==> src/rtl/gated_clk_div_pkg.sv <==
// Package: shared word indices and phase type for the clock divider.
// Assumes the register port addresses whole words.
package gated_clk_div_pkg;

    localparam int DIV_WORD  = 0;
    localparam int GATE_WORD = 1;

    typedef enum logic {
        PH_LOW  = 1'b0,
        PH_HIGH = 1'b1
    } phase_e;

endpackage

==> src/rtl/gated_clk_div_regs.sv <==
// Module: register file holding the divider word and the gate word.
// Only field bits are stored and all other bits read as zero. When HAS_GATE
// is 0 the gate is a constant one and gate writes are dropped.
module gated_clk_div_regs #(
    parameter int DATA_W   = 32,
    parameter int ADDR_W   = 2,
    parameter int EN_POS   = 31,
    parameter int HI_POS   = 0,
    parameter int HI_W     = 8,
    parameter int LO_POS   = 8,
    parameter int LO_W     = 8,
    parameter int GATE_POS = 0,
    parameter bit HAS_GATE = 1'b1
) (
    input  logic              clk_i,
    input  logic              rst_ni,
    input  logic              wr_i,
    input  logic [ADDR_W-1:0] addr_i,
    input  logic [DATA_W-1:0] wdata_i,
    output logic [DATA_W-1:0] rdata_o,
    output logic              prog_en_o,
    output logic [HI_W-1:0]   prog_hi_o,
    output logic [LO_W-1:0]   prog_lo_o,
    output logic              gate_en_o
);
    import gated_clk_div_pkg::*;

    localparam logic [ADDR_W-1:0] DIV_A  = ADDR_W'(DIV_WORD);
    localparam logic [ADDR_W-1:0] GATE_A = ADDR_W'(GATE_WORD);

    logic div_hit;
    logic gate_hit;
    logic unused_wdata;

    assign div_hit      = wr_i && (addr_i == DIV_A);
    assign gate_hit     = wr_i && (addr_i == GATE_A);
    assign unused_wdata = ^wdata_i;

    // Divider word storage: enable plus the two phase fields.
    always_ff @(posedge clk_i) begin
        if (!rst_ni) begin
            prog_en_o <= 1'b0;
            prog_hi_o <= '0;
            prog_lo_o <= '0;
        end else if (div_hit) begin
            prog_en_o <= wdata_i[EN_POS];
            prog_hi_o <= wdata_i[HI_POS +: HI_W];
            prog_lo_o <= wdata_i[LO_POS +: LO_W];
        end
    end

    generate
        if (HAS_GATE) begin : g_gate
            // Gate word storage: one enable bit.
            always_ff @(posedge clk_i) begin
                if (!rst_ni) begin
                    gate_en_o <= 1'b0;
                end else if (gate_hit) begin
                    gate_en_o <= wdata_i[GATE_POS];
                end
            end
        end else begin : g_nogate
            logic unused_gate_hit;
            assign unused_gate_hit = gate_hit;
            assign gate_en_o       = 1'b1;
        end
    endgenerate

    // Read mux: place the stored fields in a zeroed word.
    always_comb begin
        rdata_o = '0;
        if (addr_i == DIV_A) begin
            rdata_o[EN_POS]            = prog_en_o;
            rdata_o[HI_POS +: HI_W]    = prog_hi_o;
            rdata_o[LO_POS +: LO_W]    = prog_lo_o;
        end else if (addr_i == GATE_A) begin
            rdata_o[GATE_POS]          = gate_en_o;
        end
    end

endmodule

==> src/rtl/gated_clk_div_phase.sv <==
// Module: phase sequencer. It counts parent cycles through a high phase and a
// low phase and copies the programmed settings only at a period boundary.
// In bypass every cycle counts as a boundary, so a new setting is taken on
// the next edge.
module gated_clk_div_phase #(
    parameter int HI_W = 8,
    parameter int LO_W = 8,
    parameter int CW   = (HI_W > LO_W) ? HI_W : LO_W
) (
    input  logic            clk_i,
    input  logic            rst_ni,
    input  logic            prog_en_i,
    input  logic [HI_W-1:0] prog_hi_i,
    input  logic [LO_W-1:0] prog_lo_i,
    output logic            act_en_o,
    output logic [HI_W-1:0] act_hi_o,
    output logic [LO_W-1:0] act_lo_o,
    output logic            phase_hi_o,
    output logic [CW-1:0]   cnt_o
);
    import gated_clk_div_pkg::*;

    phase_e phase_q;
    logic   hi_done;
    logic   wrap;

    assign hi_done    = (phase_q == PH_HIGH) && (cnt_o == CW'(act_hi_o));
    assign wrap       = !act_en_o || ((phase_q == PH_LOW) && (cnt_o == CW'(act_lo_o)));
    assign phase_hi_o = (phase_q == PH_HIGH);

    // Phase counter with settings applied at the period boundary.
    always_ff @(posedge clk_i) begin
        if (!rst_ni) begin
            act_en_o <= 1'b0;
            act_hi_o <= '0;
            act_lo_o <= '0;
            phase_q  <= PH_HIGH;
            cnt_o    <= '0;
        end else if (wrap) begin
            act_en_o <= prog_en_i;
            act_hi_o <= prog_hi_i;
            act_lo_o <= prog_lo_i;
            phase_q  <= PH_HIGH;
            cnt_o    <= '0;
        end else if (hi_done) begin
            phase_q  <= PH_LOW;
            cnt_o    <= '0;
        end else begin
            cnt_o    <= cnt_o + 1'b1;
        end
    end

endmodule

==> src/rtl/gated_clk_div_gate.sv <==
// Module: glitch-free gating and output selection. In divided mode the gate
// flop changes only while the divided output is low. In bypass a flop on the
// falling edge changes the gate only while the parent clock is low.
module gated_clk_div_gate (
    input  logic clk_i,
    input  logic rst_ni,
    input  logic gate_en_i,
    input  logic act_en_i,
    input  logic phase_hi_i,
    output logic run_q_o,
    output logic clk_o
);
    logic byp_q;

    // Divided-path gate: follows the gate bit only during the low phase.
    always_ff @(posedge clk_i) begin
        if (!rst_ni) begin
            run_q_o <= 1'b0;
        end else if (!phase_hi_i || !act_en_i) begin
            run_q_o <= gate_en_i;
        end
    end

    // Bypass gate: follows the gate bit on the falling parent edge.
    always_ff @(negedge clk_i) begin
        if (!rst_ni) begin
            byp_q <= 1'b0;
        end else begin
            byp_q <= gate_en_i;
        end
    end

    // Output select: divided phase or gated parent clock.
    always_comb begin
        clk_o = act_en_i ? (phase_hi_i & run_q_o) : (clk_i & byp_q);
    end

endmodule

==> src/rtl/gated_clk_div.sv <==
// Module: top of the gated programmable clock divider. It joins the register
// file, the phase sequencer and the output gate. Register accesses are
// assumed synchronous to clk_i.
module gated_clk_div #(
    parameter int DATA_W   = 32,
    parameter int ADDR_W   = 2,
    parameter int EN_POS   = 31,
    parameter int HI_POS   = 0,
    parameter int HI_W     = 8,
    parameter int LO_POS   = 8,
    parameter int LO_W     = 8,
    parameter int GATE_POS = 0,
    parameter bit HAS_GATE = 1'b1
) (
    input  logic              clk_i,
    input  logic              rst_ni,
    input  logic              reg_wr_i,
    input  logic [ADDR_W-1:0] reg_addr_i,
    input  logic [DATA_W-1:0] reg_wdata_i,
    output logic [DATA_W-1:0] reg_rdata_o,
    output logic              clk_o
);
    localparam int CW = (HI_W > LO_W) ? HI_W : LO_W;

    logic            prog_en;
    logic [HI_W-1:0] prog_hi;
    logic [LO_W-1:0] prog_lo;
    logic            gate_en;
    logic            act_en;
    logic [HI_W-1:0] act_hi;
    logic [LO_W-1:0] act_lo;
    logic            phase_hi;
    logic [CW-1:0]   cnt;
    logic            run_q;

    gated_clk_div_regs #(
        .DATA_W(DATA_W), .ADDR_W(ADDR_W), .EN_POS(EN_POS),
        .HI_POS(HI_POS), .HI_W(HI_W), .LO_POS(LO_POS), .LO_W(LO_W),
        .GATE_POS(GATE_POS), .HAS_GATE(HAS_GATE)
    ) regs_i (
        .clk_i(clk_i), .rst_ni(rst_ni), .wr_i(reg_wr_i), .addr_i(reg_addr_i),
        .wdata_i(reg_wdata_i), .rdata_o(reg_rdata_o), .prog_en_o(prog_en),
        .prog_hi_o(prog_hi), .prog_lo_o(prog_lo), .gate_en_o(gate_en)
    );

    gated_clk_div_phase #(.HI_W(HI_W), .LO_W(LO_W), .CW(CW)) phase_i (
        .clk_i(clk_i), .rst_ni(rst_ni), .prog_en_i(prog_en),
        .prog_hi_i(prog_hi), .prog_lo_i(prog_lo), .act_en_o(act_en),
        .act_hi_o(act_hi), .act_lo_o(act_lo), .phase_hi_o(phase_hi),
        .cnt_o(cnt)
    );

    gated_clk_div_gate gate_i (
        .clk_i(clk_i), .rst_ni(rst_ni), .gate_en_i(gate_en),
        .act_en_i(act_en), .phase_hi_i(phase_hi), .run_q_o(run_q),
        .clk_o(clk_o)
    );

endmodule

==> config.mk <==
export PLATFORM = sky130hd
export DESIGN_NAME = gated_clk_div
export DESIGN_NICKNAME = d
export VERILOG_FILES = /design/src/rtl/gated_clk_div_pkg.sv /design/src/rtl/gated_clk_div_regs.sv /design/src/rtl/gated_clk_div_phase.sv /design/src/rtl/gated_clk_div_gate.sv /design/src/rtl/gated_clk_div.sv
export SDC_FILE = /design/constraint.sdc
export NUM_CORES = 1
export LEC_CHECK = 0
export ABC_CLOCK_PERIOD_IN_PS = 4560
export BUFFER_PORTS_ARGS = -buffer_cell sky130_fd_sc_hd__buf_2
export CAP_MARGIN = 40
export CORE_MARGIN = 2
export CORE_UTILIZATION = 56
export CTS_CLUSTER_DIAMETER = 200
export CTS_CLUSTER_SIZE = 24
export DETAILED_ROUTE_END_ITERATION = 7
export GPL_ROUTABILITY_DRIVEN = 1
export GPL_TIMING_DRIVEN = 0
export PLACE_DENSITY = 0.9
export SLEW_MARGIN = 10
export SYNTH_ARGS = -nofsm -noshare
export SYNTH_HDL_FRONTEND = slang
export SYNTH_SLANG_ARGS = --single-unit
==> constraint.sdc <==
create_clock -name clk_i -period 4.56 [get_ports clk_i]
set_input_delay 0.456 -clock clk_i [delete_from_list [all_inputs] [get_ports clk_i]]
set_output_delay 0.456 -clock clk_i [all_outputs]
set_load 0.01 [all_outputs]
* Word-level counts from Yosys, hierarchy flattened
Cells that the tools add are included.
** Word-level totals
- Word-level logic and storage cells :: 35
- Register bits :: 46
- Output and inout bits :: 33
- Input bits :: 37
** Cells by class
- Reduce and logical (&&, ||, !) cells :: 11
- Equal/unequal tests :: 3
- Add/sub/neg operators :: 1
- Bitwise operators :: 4
- Mux-type cells :: 5
** Operators by type and width (count)
- equality test 8 bit :: 2
- 2-to-1 mux 15 bit :: 1
- adder 8 x 1 -> 8 bit (second input constant) :: 1
- logical AND 1 bit :: 4
- 2-to-1 mux 1 bit :: 4
- OR reduction 3 bit :: 1
- AND 1 bit :: 2
- equality test 2 x 1 -> 1 bit (second input constant) :: 1
- zero test 1 bit :: 2
- zero test 2 bit :: 1
- logical OR 1 bit :: 2
- inverter 1 bit :: 2
- OR reduction 2 bit :: 1

* Logic depth before layout (Yosys ltp)
- Word-level depth :: 4
- Gate-level depth with buffers :: 7

* Hierarchy
Synthesis repeated with hierarchy kept, for this count alone.
** Unflattened totals
- Cells, all modules :: 321
- Area, all modules :: 2770.2 um^2
** By module, submodules not included
- gated_clk_div_phase :: cells an instance 197, area each 1704.1 um^2, instances 1
- gated_clk_div_regs :: cells an instance 115, area each 979.7 um^2, instances 1
- gated_clk_div_gate :: cells an instance 9, area each 86.3 um^2, instances 1

==> results_dict.tcl <==
set metrics [dict create \
    hp-start "reg_wdata_i[9]" \
    r2r-end "gate_i.byp_q" \
    required_ps 4100 \
    yosysMostFrequentCell "nand2_1" \
    netlist_top_cells_area "dfxtp_1, nand2_1, xnor2_1" \
    async_flop_share_pct 0 \
    p_int_uw 667 \
    p_clk_share_pct 42.1 \
    grt_max_degree 15 \
    ctsResizeCount 0 \
    dominantRegCellSynth "dfxtp_1" \
    syn_avg_cell_area_um2 7.91 \
    hold_violations 0 \
    grt_pass1_vias 2415 \
    die-area_mm2 0.00507 \
    antenna_cells 0 \
    peakVddDrop_v 0.000210 \
    worst_hold_slack_ps 280 \
    cts_tree "built" \
    finalClockSkew_ps 72.3 \
    overflow 0 \
    max_slew_margin_pct 57.0 \
    powerDensity_mw_per_mm2 297 \
    p_leak_nw 1.27 \
    cp-end-kind "primary output" \
    cap_violations 0 \
    track_usage_pct 26.8 \
    synth_area_leader_cell "dfxtp_1" \
    start_util_pct 58.1 \
    fp.coreArea_mm2 0.00435 \
    worstMarginPinSlew_ps 641 \
    syn2layout_area_growth_pct 18.3 \
    drc 0 \
    cp_max_fo 1 \
    clock_latency_ps 470 \
    hold_class "in -> reg" \
    startpoint_type "register" \
    ys_warn_count 0 \
    ant_nets 0 \
    combPwrFrac_pct 10.8 \
    port-buffer-count 38 \
    worstReg2RegStart "regs_i.gate_en_o" \
    netlist_top_cells_count "nand2_1, dfxtp_1, nand3_1, clkbuf_1, o21ai_0" \
    ff2ff_path_depth 1 \
    routabilityCongestion 0.893 \
    finalWirelength_um 6440 \
    slew_violations 0 \
    fillCellCount 344 \
    postCtsSetupBuffers 0 \
    first_pass_iters 5 \
    power_frac_seq_pct 47.1 \
    die_w_um 71.2 \
    synth_cell_type_count 30 \
    whs_endpoint "regs_i.prog_lo_o[1]" \
    vias 2499 \
    p_sw_uw 222 \
    power.share.switching_pct 25.0 \
    drt_iter0_drc 189 \
    status "completed" \
    path_class "reg -> out" \
    min_path_cells 3 \
    postCtsHoldBufs 0 \
    grt_pass1_wl_um 10800 \
    rows 24 \
    synth_seq_cells 46 \
    dp_hpwl_um 4480 \
    postSynthCellCount 320 \
    viasPerCell 5.73 \
    synth_edf_count 0 \
    synth_top_area_share_pct 36.4 \
    crit_arrival_ps 3370 \
    ios 70 \
    syn-cell-area_mm2 0.00253 \
    drive_gt1_share_pct 19.3 \
    setup_tns_ps 0 \
    r2r_slack_ps 1740 \
    final-setup-viol-count 0 \
    die_h_um 71.2 \
    synth-seq-area-share_pct 36.4 \
    final_nets 421 \
    clkTransAtPathRegs_ps 80 \
    wl_per_cell_um 14.8 \
    antenna_found_initial 0 \
    rsz0062_at_grt "false" \
]
[state kept, by name, indices dropped and copies added, names as in the netlist]
| signal | cells |
|---|---|
| phase_i.phase_hi_o | 1 |
| phase_i.act_en_o | 1 |
| phase_i.cnt_o | 8 |
| regs_i.prog_en_o | 1 |
| gate_i.byp_q | 1 |
| regs_i.gate_en_o | 1 |
| regs_i.prog_lo_o | 8 |
| phase_i.act_hi_o | 8 |
| gate_i.run_q_o | 1 |
| regs_i.prog_hi_o | 8 |
| phase_i.act_lo_o | 8 |
[stage by stage]
step	power (mW)	setup slack, ps	cell area, um2	instances	util, %
after detailed placement	0.524	641	2840	424	65.2
after CTS	0.886	711	2990	435	68.6
after global placement	0.521	661	2840	424	65.2
final	0.890	735	2990	436	68.8
after floorplan	0.494	898	2580	334	-
after global routing	0.921	647	2990	436	68.8
[routing by layer]
metal  GRT usage, %  wire [um]  part of all wire, %  up-vias
li1               -          -                    -     1228
met1           32.7       2700                   42     1122
met2           43.7       3050                   47      130
met3           6.75        565                  8.8       19
met4           13.6        131                  2.0        0
met5              0          0                    0        -
[critical path: stages (launching register included)]
cell	delay (ps)
dfxtp_1	290
nand2_1	40
o21ai_0	130
buf_2	150
[layout make-up]
class | instances | area (um2) | area share (%)
timing repair buffer | 38 | 190 | 6.35
clock inverter | 3 | 41.3 | 1.38
inverter | 3 | 11.3 | 0.376
clock buffer | 10 | 119 | 3.97
sequential | 46 | 921 | 30.8
buffer | 41 | 238 | 7.94
tap | 52 | 65.1 | 2.17
multi-input combinational | 243 | 1410 | 47.1
[how the worst max path moves through the flow]
stage	start	endpoint	slack [ps]	cells past startpoint
floorplan	rst_ni	gate_i.byp_q	900	4
detailed placement	rst_ni	gate_i.byp_q	640	4
global route	gate_i.byp_q	clk_o	650	3
finish	gate_i.byp_q	clk_o	740	3
CTS	gate_i.byp_q	clk_o	710	3
global placement	rst_ni	gate_i.byp_q	660	4
[cells by family after synthesis]
group | Yosys count | synth area share [%]
and+or+nand+nor | 147 | 30.3
AOI/OAI and AO/OA | 56 | 14.0
DFF | 46 | 36.4
buffers and inverters | 45 | 9.99
xor gates and xnor gates | 22 | 7.91
muxes | 2 | 0.791
adders and majority gates | 1 | 0.494
other | 1 | 0.148
[power groups by stage]
stage,Sequential [mW],Clock (mW),Combinational [mW]
after floorplan,0.425,0.00320,0.0651
after global placement,0.428,0.00348,0.0897
after detailed placement,0.428,0.00348,0.0918
after CTS,0.419,0.375,0.0920
after global routing,0.420,0.395,0.105
final,0.419,0.374,0.0960
[layout by cell type (no fill, tap or decap)]
| master | n |
|---|---|
| o31ai_2 | 1 |
| xnor2_1 | 18 |
| nand4_2 | 1 |
| nor3_1 | 3 |
| and3_1 | 17 |
| ha_1 | 1 |
| nor4_1 | 7 |
| mux2i_1 | 2 |
| a32oi_1 | 16 |
| clkbuf_1 | 20 |
| inv_1 | 2 |
| xor2_1 | 3 |
| nand4_1 | 2 |
| nand3_1 | 22 |
| buf_4 | 15 |
| clkinv_1 | 2 |
| xnor2_2 | 1 |
| clkbuf_8 | 8 |
| nor2_1 | 4 |
| a21oi_1 | 18 |
| nand3b_1 | 1 |
| or4_1 | 16 |
| dfxtp_1 | 46 |
| o21ai_0 | 19 |
| buf_2 | 43 |
| o31a_1 | 1 |
| clkinvlp_4 | 1 |
| o21a_1 | 1 |
| nand2_1 | 56 |
| bufinv_16 | 1 |
| and2_1 | 18 |
| conb_1 | 15 |
| buf_6 | 3 |
Note: power is estimated with default switching activity, not from simulation.
